--- src/rtl/sxr_pkg.sv ---
package sxr_pkg;

    // Controller phase: PRIMED after a seed, RUN after at least one step
    typedef enum logic [0:0] {
        ST_PRIMED = 1'b0,
        ST_RUN    = 1'b1
    } sxr_phase_e;

    // Controller decision for the state register in the current cycle
    typedef enum logic [1:0] {
        ACT_HOLD = 2'd0,
        ACT_SEED = 2'd1,
        ACT_STEP = 2'd2
    } sxr_act_e;

endpackage

--- src/rtl/sxr_step.sv ---
// One recurrence step: each next bit is the GF(2) product of one matrix row
// with the current state, i.e. a narrow XOR of the selected bits.
module sxr_step #(
    parameter int N = 6,
    parameter logic [N*N-1:0] A_MATRIX = '0
) (
    input  logic [N-1:0] cur_i,
    output logic [N-1:0] nxt_o
);
    for (genvar i = 0; i < N; i++) begin : g_row
        assign nxt_o[i] = ^(cur_i & A_MATRIX[i*N +: N]);
    end
endmodule

--- src/rtl/sxr_mix.sv ---
// Output map: identity variant or a general R-by-N XOR matrix.
module sxr_mix #(
    parameter int N = 6,
    parameter int R = 6,
    parameter bit USE_IDENTITY = 1'b1,
    parameter logic [R*N-1:0] B_MATRIX = '0
) (
    input  logic [N-1:0] st_i,
    output logic [R-1:0] out_o
);
    if (USE_IDENTITY) begin : g_ident
        assign out_o = st_i[R-1:0];
    end else begin : g_matrix
        for (genvar k = 0; k < R; k++) begin : g_out
            assign out_o[k] = ^(st_i & B_MATRIX[k*N +: N]);
        end
    end
endmodule

--- src/rtl/sxr_ctrl.sv ---
// Phase controller. Transitions: SEED (reset or load -> PRIMED),
// STEP (enable -> RUN), IDLE (stay).
module sxr_ctrl
    import sxr_pkg::*;
(
    input  logic     clk_i,
    input  logic     rst_i,
    input  logic     en_i,
    input  logic     seed_ld_i,
    output sxr_act_e act_o,
    output logic     valid_o
);
    sxr_phase_e phase_q, phase_d;

    always_ff @(posedge clk_i) begin
        if (rst_i) phase_q <= ST_PRIMED;
        else       phase_q <= phase_d;
    end

    always_comb begin
        phase_d = phase_q;
        act_o   = ACT_HOLD;
        unique case (phase_q)
            ST_PRIMED: begin
                if (seed_ld_i) begin
                    act_o = ACT_SEED;
                end else if (en_i) begin
                    act_o   = ACT_STEP;
                    phase_d = ST_RUN;
                end
            end
            ST_RUN: begin
                if (seed_ld_i) begin
                    act_o   = ACT_SEED;
                    phase_d = ST_PRIMED;
                end else if (en_i) begin
                    act_o = ACT_STEP;
                end
            end
            default: phase_d = ST_PRIMED;
        endcase
    end

    always_comb begin
        valid_o = (phase_q == ST_RUN);
    end
endmodule

--- src/rtl/sxr_urng.sv ---
module sxr_urng
    import sxr_pkg::*;
#(
    parameter int N = 6,
    parameter int R = 6,
    parameter int T = 3,
    parameter logic [N*N-1:0] A_MATRIX =
        36'b000101_100010_110001_111000_011100_001011,
    parameter bit USE_IDENTITY = 1'b1,
    parameter logic [R*N-1:0] B_MATRIX = '0,
    parameter logic [N-1:0] SEED_DEFAULT = 6'h15,
    parameter logic [N-1:0] ZERO_FILL = 6'h20
) (
    input  logic         clk_i,
    input  logic         rst_i,
    input  logic         en_i,
    input  logic         seed_ld_i,
    input  logic [N-1:0] seed_i,
    output logic [R-1:0] rnd_o,
    output logic         valid_o
);
    // Fan-in bound per next-state bit; kept for documentation of the matrix class
    localparam int MAX_FANIN = T;

    sxr_act_e     act;
    logic [N-1:0] state_q;
    logic [N-1:0] step_nxt;
    logic [N-1:0] seed_clean;

    sxr_ctrl u_ctrl (
        .clk_i    (clk_i),
        .rst_i    (rst_i),
        .en_i     (en_i),
        .seed_ld_i(seed_ld_i),
        .act_o    (act),
        .valid_o  (valid_o)
    );

    sxr_step #(.N(N), .A_MATRIX(A_MATRIX)) u_step (
        .cur_i(state_q),
        .nxt_o(step_nxt)
    );

    always_comb begin
        seed_clean = (seed_i == '0) ? ZERO_FILL : seed_i;
    end

    always_ff @(posedge clk_i) begin
        if (rst_i) begin
            state_q <= SEED_DEFAULT;
        end else begin
            unique case (act)
                ACT_SEED: state_q <= seed_clean;
                ACT_STEP: state_q <= step_nxt;
                default:  state_q <= state_q;
            endcase
        end
    end

    sxr_mix #(
        .N(N), .R(R), .USE_IDENTITY(USE_IDENTITY), .B_MATRIX(B_MATRIX)
    ) u_mix (
        .st_i (state_q),
        .out_o(rnd_o)
    );

    if (MAX_FANIN < 2) begin : g_fanin_note
        // A fan-in below two cannot mix state; the matrix class assumes T >= 2
    end
endmodule

--- config.mk ---
export PLATFORM = sky130hd
export DESIGN_NAME = sxr_urng
export DESIGN_NICKNAME = d
export VERILOG_FILES = /design/src/rtl/sxr_pkg.sv /design/src/rtl/sxr_step.sv /design/src/rtl/sxr_mix.sv /design/src/rtl/sxr_ctrl.sv /design/src/rtl/sxr_urng.sv
export SDC_FILE = /design/constraint.sdc
export NUM_CORES = 1
export LEC_CHECK = 0
export BUFFER_PORTS_ARGS = -buffer_cell sky130_fd_sc_hd__buf_2
export CAP_MARGIN = 20
export CORE_AREA = 2 2 39 41
export CTS_BUF_LIST = sky130_fd_sc_hd__clkbuf_4
export DETAILED_ROUTE_END_ITERATION = 12
export DIE_AREA = 0 0 41 43
export GPL_TIMING_DRIVEN = 0
export PLACE_DENSITY_LB_ADDON = 0.25
export RECOVER_POWER = 100
export SETUP_SLACK_MARGIN = 0.5
export SLEW_MARGIN = 20
export SYNTH_ARGS = -nofsm -noshare
export SYNTH_HDL_FRONTEND = slang
export SYNTH_SLANG_ARGS = --single-unit
--- constraint.sdc ---
create_clock -name clk_i -period 2.45 [get_ports clk_i]
set_clock_uncertainty 0.2 [all_clocks]
set_input_delay 0 -clock clk_i [delete_from_list [all_inputs] [get_ports clk_i]]
set_output_delay 0 -clock clk_i [all_outputs]
set_load 0.01 [all_outputs]
# Word-level counts from Yosys, hierarchy flattened
# Cells that the tools add are included.
totals:
  out_inout_bits: 7
  reg_bits: 7
op_classes:
  n_bitwise: 1
  eq_ne: 2
  n_mux: 8
  n_reduce_logical: 8
op_table:
  columns: ["cell", "n"]
  rows:
  - ["$reduce_xor A6 Y1", 6]
  - ["$pmux W6 S2", 1]
  - ["$logic_not A6 Y1", 1]
  - ["$mux W6", 1]
  - ["$mux W2", 2]
  - ["$mux W1", 3]
  - ["$eq A2 B1 Y1 const B", 1]
  - ["$eq A2 B2 Y1 const B", 1]
  - ["$pmux W1 S2", 1]
  - ["$reduce_bool A2 Y1", 1]
  - ["$not A1 Y1", 1]

# Depth between registers and ports, before layout
# Gate-level depths: netlist of the first run.
logic_depth:
  depth_word: 4
  ltp_mapped: 4
  depth_no_buf: 3

# Hierarchy
# Synthesis of the first run repeated with hierarchy kept, for this count alone.
unflattened:
  cells_unflattened: 48
  hier_area_um2: 538.0
by_module_without_submodules:
  columns: ["mod", "cells_each", "instances", "seq_area_each_um2", "area_per_inst_um2"]
  rows:
  - ["sxr_urng", 31, 1, 120.1, 329.1]
  - ["sxr_step", 6, 1, 0.0, 116.4]
  - ["sxr_ctrl", 5, 1, 20.0, 47.5]
  - ["sxr_mix", 6, 1, 0.0, 45.0]

# Worst setup path after synthesis of the first run
# No wires, ideal clock.
synth_timing:
  path_kind: "register to register"
  startpoint: "register state_q[3]"
  endpoint: "register state_q[0]"
  setup_slack_ns: 1.065
  stages_incl_launch_ff: 4
  arrival_time_ns: 1.063
  path_buffers: 0
  cell_sequence: "dfxtp_1 -> xor2_1 -> a2111o_1 -> o311a_1"
synth_between:
  elab_chain_len: 2
synth_lines:
  columns: ["element", "line", "rtl"]
  rows:
  - ["from (decl)", "sxr_urng.sv:26", "logic [N-1:0] state_q;"]
  - ["from (signal assigned)", "sxr_urng.sv:53", "ACT_SEED: state_q <= seed_clean;"]
  - ["from (signal assigned)", "sxr_urng.sv:54", "ACT_STEP: state_q <= step_nxt;"]
  - ["from (signal assigned)", "sxr_urng.sv:55", "default: state_q <= state_q;"]
  - ["$reduce_xor A6 Y1", "sxr_step.sv:11", "assign nxt_o[i] = ^(cur_i & A_MATRIX[i*N +: N]);"]
  - ["$pmux W6 S2", "sxr_urng.sv:52", "unique case (act)"]
# Every way passes these cells.
# A chain may end at the register's enable or synchronous reset.

# Worst setup path in the final report of the first run
layout_timing:
  startpoint: "input seed_ld_i"
  endpoint: "register state_q[2]"
layout_between:
  elab_chain_len: 3
layout_lines:
  columns: ["element", "line", "rtl"]
  rows:
  - ["from (decl)", "sxr_urng.sv:17", "input logic seed_ld_i,"]
  - ["$mux W2 *", "sxr_ctrl.sv:25, sxr_ctrl.sv:33", null]
  - ["$eq A2 B2 Y1 / $eq A2 B1 Y1 (equally long branches)", "sxr_urng.sv:52", null]
  - ["$pmux W6 S2 / $reduce_bool A2 Y1 (equally long branches)", null, null]
# Every way passes the cells marked *; elsewhere a longest branch is shown, timed or not.

==> key figures, run 1 <==
Placement
  • Post-DP HPWL: 727 um
  • Final Wtd Congestion: 0.695
  • Count of input and output buffers: 15

Logic synthesis
  • EDFF count, synth: 0
  • Post-synth top cells: 7 x dfxtp_1, 5 x a21oi_1, 4 x inv_1
  • Ys async rst share: 0%
  • Syn. warnings: 0
  • Count leader, synth: dfxtp_1
  • Number of synthesized register bits: 7
  • Post-Syn Area: 454 sq um
  • Seq/Total Area, Yosys: 30.9%
  • Post-synth top area share: 30.9%
  • Library cells used by synthesis: 22
  • Primary FF master, synth: dfxtp_1
  • Cells after synthesis: 46
  • Syn_nets: 56
  • Cell taking the most area after synthesis: dfxtp_1
  • Area contributors post-synth: dfxtp_1 31%, xor3_1 10%, xor2_1 5.8%, a21oi_1 5.5%, buf_6 5.0%
  • Avg Inst Size Synth: 9.87 sq um

Die
  • Effective utilization at floorplan: 32.8%
  • Die Wd: 41 um
  • # IOs: 17
  • Die area: 1760 sq um
  • Placement row count: 14
  • Die Y: 43 um
  • Core footprint: 1380 sq um

Drt
  • Top Layer Used: met3
  • WL final: 1060 um
  • Drt wl/cell: 11.3 um
  • Via-per-instance ratio: 4.69
  • Met1 WL: 442 um
  • DR iter-0 viols: 4
  • Met3 wire length: 68 um
  • DR vias: 441
  • Post-DRT Antenna Nets: 0
  • Drt pass-1 iters: 4
  • DRC: 0
  • DR WL met2: 547 um

Setup path
  • CP arrival: 1930 ps
  • Setup CP Type: in -> reg
  • Crit path required time: 2380 ps
  • Crit-path max FO: 10
  • Critical path capture point type: flop
  • Reg2reg start: state_q[3]
  • Reg2reg path depth: 4
  • R2R Setup Slk: 500 ps
  • Worst Setup Start Kind: input port
  • Worst R2R End: state_q[2]

Power
  • Leakage: 0.321 nW
  • Maximum VDD drop: 0.000319 V
  • Pwr dens: 515 nW/um^2

GRT
  • Global-route wire length before repair: 1660 um
  • Number of global-route vias before repair: 404
  • GRT Util Overall: 14.6%
  • Largest net degree at the start of global routing: 11
  • Total grt overflow: 0
  • Antenna violations before repair: 0

Clock tree
  • H-tree levels: 1
  • Clock-pin slew on the worst setup and hold paths: 50 ps
  • Worst skew pair latency: 250 ps
  • Sink Count: 7
  • Clock Root Buffer: clkbuf_4
  • Longest Clk Path Bufs: 2
  • Num CTS Buffers: 3
  • Setup bufs post-CTS: 0
  • CTS tree: done

Timing
  • Max Freq: 501 MHz
  • Slew HR: 73.2%
  • Ratio of final minimum period to clock period: 81.5%
  • RSZ-0062 raised after global routing: no
  • Worst-margin pin slew: 402 ps
  • Final Hold Viols: 0
  • WHS: 252 ps
  • Fin crit period: 2000 ps
  • Setup TNS: 0 ps
  • Slew Limit Fails: 0
  • Setup violators final: 0

Cells and area
  • Nets: 89
  • Layout cell share with drive strength beyond 1: 20.5%
  • Area growth syn-to-layout: 52.9%
  • Diodes inserted: 0

Hold path
  • Worst Hold Depth: 1
  • HP Class: reg -> reg
  • Worst Hold Launch: u_ctrl.valid_o
  • Hold Path End: u_ctrl.valid_o

Outcome
  • Status: finished clean

Run
  • Max-cap violations: 0
[through the flow]
stage / power [mW] / setup slack (ps) / area (sq um) / utilization, % / std cells
after floorplan: 0.202 / 1070 / 454 / - / 46
after global placement: 0.228 / 1050 / 549 / 39.7 / 77
after detailed placement: 0.229 / 1040 / 549 / 39.7 / 77
after CTS: 0.366 / 558 / 709 / 51.3 / 94
after global routing: 0.383 / 381 / 694 / 50.2 / 94
final: 0.357 / 454 / 694 / 50.2 / 94
[sequential cells by signal (all words and copies together) (netlist names)]
name	flops
u_ctrl.valid_o	1
state_q	6
[placed cells by master (no fill, tap or decap)]
cell type	instances
a211oi_1	2
clkbuf_4	4
dfxtp_1	7
buf_6	1
nor3b_1	2
xor2_1	3
nand3_1	1
nand2_1	3
nor2b_1	1
o21ai_0	1
a2111o_1	1
a31oi_1	1
o311a_1	1
buf_2	9
clkbuf_1	7
a221oi_2	1
o21a_1	2
a21oi_1	5
inv_1	4
mux2i_1	1
xnor3_1	1
nor3_1	1
nor2_1	3
xor3_1	2
clkbuf_8	1
dlygate4sd3_1	13
[worst max-delay path, stage by stage]
cell,delay [ps]
dlygate4sd3_1,520
clkbuf_1,160
clkbuf_1,350
nor3b_1,240
a31oi_1,70
dlygate4sd3_1,580
[cell type report]
cell class	instances	area [sq um]
clock buffers	4	30.0
flip-flops and latches	7	140
repair buffers	28	198
inverters	4	15.0
plain buffers	3	28.8
well taps	16	20.0
fillers	145	689
multi-input cells	32	263
[metal layers]
layer | GRT usage, % | up-vias
met1 | 16.5 | 201
met2 | 22.8 | 12
li1 | - | 228
met4 | 2.00 | 0
met3 | 9.42 | 0
met5 | 0 | -
[report_power, final]
| part | switching (mW) | internal, mW |
|---|---|---|
| Combinational | 0.0384 | 0.0652 |
| Sequential | 0.0145 | 0.124 |
| Clock | 0.0421 | 0.0732 |
[repair_timing]
| action | 4_1_cts | 5_1_grt |
|---|---|---|
| gates resized for setup | 0 | 2 |
| endpoints found under the setup margin | 0 | 2 |
| endpoints found under the hold margin | 7 | 0 |
| hold buffers | 13 | 0 |
[cell families after synthesis]
| family | count (synthesis) | share of synthesized area (%) |
|---|---|---|
| xor+xnor | 6 | 21.2 |
| compound gates | 14 | 22.6 |
| buf+inv | 7 | 11.3 |
| mux | 1 | 2.20 |
| simple gates | 11 | 11.8 |
| flops | 7 | 30.9 |
[worst max-delay path by stage]
stage,startpoint,endpoint,slack (ps),cells past startpoint
3_3_place_gp,state_q[3],state_q[0],1050,3
3_5_place_dp,state_q[3],state_q[0],1040,3
6_report,seed_ld_i,state_q[2],450,6
2_1_floorplan,state_q[3],state_q[0],1070,3
5_1_grt,seed_ld_i,state_q[3],380,6
4_1_cts,state_q[3],state_q[2],560,4
(Power assumes the default switching activity.)
==> run 2: changes to the inputs <==
==> constraint.sdc (replaced) <==
create_clock -name clk_i -period 1.8 [get_ports clk_i]
set_clock_uncertainty 0.2 [all_clocks]
set_input_delay 0 -clock clk_i [delete_from_list [all_inputs] [get_ports clk_i]]
set_output_delay 0 -clock clk_i [all_outputs]
set_load 0.01 [all_outputs]
==> run 2 against run 1 <==
Effect of this change:
- the run now ends with hold timing left
- register-to-register slack worse by 40 ps
- routed wire length is 5.3% higher
- worst hold slack worse by 270 ps
- utilization is 0.090 points lower
- non-clock buffer count is 1 lower
- design area is 0.18% lower
- sequential power is 35% higher
- first-iteration DRC count is 50% higher
- total power is 39% higher
- largest cell class unchanged
==> key figures, run 2 (same netlist as run 1, synthesis figures left out) <==
Outcome
  • Status: finished with violations
  • Failing checks: hold timing

Timing
  • Final Hold Viols: 1
  • Slew HR: 83.1%
  • Max Freq: 744 MHz
  • Ratio of final minimum period to clock period: 74.6%
  • Setup TNS: 0 ps
  • RSZ-0062 raised after global routing: yes
  • Slew Limit Fails: 0
  • Worst-margin pin slew: 254 ps
  • Setup violators final: 0
  • Fin crit period: 1340 ps
  • WHS: -18.6 ps

Setup path
  • Slowest stage delay, CP: 430 ps
  • Critical path capture point type: flop
  • CP bufs+invs: 0
  • Crit-path cells: xor3_1 > nand2_1 > a31oi_1
  • WP depth: 3
  • Slowest-stage cell, CP: xor3_1
  • CP arrival: 1270 ps
  • Worst Setup Start Kind: flop
  • Crit path required time: 1730 ps
  • Reg2reg start: state_q[3]
  • Cell family with most CP delay: XOR/XNOR gates
  • Setup crit end: state_q[2]
  • Worst Setup SP: state_q[3]
  • Setup CP Type: reg -> reg
  • R2R Setup Slk: 460 ps
  • Crit-path max FO: 4
  • Worst R2R End: state_q[2]
  • Reg2reg path depth: 3

Cells and area
  • Fin util: 50.1%
  • Max reg flops: 6
  • Highest-count cells in the layout ignoring fill and taps: 12 x buf_2, 10 x dlygate4sd3_1, 6 x dfxtp_1, 5 x a21oi_1
  • Area growth syn-to-layout: 52.6%
  • Nets: 88
  • Commonest non-fill, non-tap cell in the layout: buf_2
  • Diodes inserted: 0
  • Layout cell share with drive strength beyond 1: 29.9%
  • Largest register by flop count: state_q

GRT
  • Total grt overflow: 0
  • Antenna violations before repair: 0
  • Largest net degree at the start of global routing: 11
  • GRT Util Overall: 15.5%
  • Global-route wire length before repair: 1770 um
  • Number of global-route vias before repair: 402

Power
  • Leakage: 0.329 nW
  • Pwr dens: 715 nW/um^2
  • Maximum VDD drop: 0.000296 V

Clock tree
  • CTS tree: done
  • Clock Root Buffer: clkbuf_4
  • Num CTS Buffers: 3
  • Clock-pin slew on the worst setup and hold paths: 60 ps
  • Worst skew pair latency: 250 ps
  • Sink Count: 7
  • H-tree levels: 1
  • Longest Clk Path Bufs: 2

Die
  • Placement row count: 14
  • Die area: 1760 sq um
  • Effective utilization at floorplan: 32.8%
  • Die Wd: 41 um
  • Die Y: 43 um
  • # IOs: 17
  • Core footprint: 1380 sq um

Drt
  • Drt wl/cell: 12.0 um
  • DR iter-0 viols: 6
  • Post-DRT Antenna Nets: 0
  • DR vias: 437
  • DRC: 0
  • WL final: 1110 um
  • Drt pass-1 iters: 2
  • Via-per-instance ratio: 4.70

Run
  • Max-cap violations: 0

Placement
  • Final Wtd Congestion: 0.722
  • Post-DP HPWL: 762 um
  • Count of input and output buffers: 15

Hold path
  • HP Class: in -> reg
==> run 2: changes by cell type in the layout (fill, tap and decap cells not counted), sizes merged <==
cell | previous run | this run
buf | 10 | 16
clkbuf | 12 | 8
dlygate4sd3 | 13 | 10
==> run 2: worst min-delay path by stage <==
stage,cells past startpoint,from,slack [ps],to
floorplan,2,seed_i[4],-80,state_q[4]
global placement,2,rst_i,7,state_q[3]
detailed placement,2,rst_i,8,state_q[3]
CTS,4,en_i,0.7,state_q[5]
global route,4,en_i,20,state_q[2]
finish,4,en_i,-20,state_q[5]
==> run 2: metal layers <==
metal	share of wire [%]	vias to the layer above	track usage, %
li1	-	225	-
met1	46	200	18.2
met2	49	10	23.1
met3	3.8	2	4.71
met4	1.7	0	10.0
met5	0	-	0
==> run 2: through the flow <==
stage                     setup WS [ps]  power, mW  hold slack (ps)  cells  area, sq um
after floorplan                     498      0.276            -80.4     46          462
after global placement              474      0.313             6.74     77          557
after detailed placement            479      0.314             8.47     77          557
after CTS                           479      0.504            0.723     93          706
after global routing                394      0.524             23.0     93          693
final                               457      0.496            -18.6     93          693
==> run 2: area by class of cell <==
| type | instances | area [sq um] |
|---|---|---|
| timing repair buffer | 27 | 186 |
| buffer | 3 | 36.3 |
| clock buffer | 4 | 30.0 |
| tap | 16 | 20.0 |
| fill | 152 | 691 |
| inverter | 4 | 15.0 |
| sequential | 7 | 144 |
| multi-input combinational | 32 | 262 |
==> run 2: report_power, final <==
group	total, mW	switching, mW	internal [mW]
logic	0.145	0.0551	0.0895
registers	0.186	0.0177	0.168
clock network	0.165	0.0648	0.100
total	0.496	0.138	0.358
==> run 2: worst register-to-register path: stages, from the launching register on <==
cell	delay [ps]
dfxtp_1	420
xor3_1	430
nand2_1	90
a31oi_1	80
==> run 2: repair_timing <==
item	4_1_cts	5_1_grt
buffers inserted	2	0
pin swaps	2	2
hold buffers	10	0
endpoints found under the setup margin	2	4
resized for setup	2	5
endpoints found under the hold margin	7	0
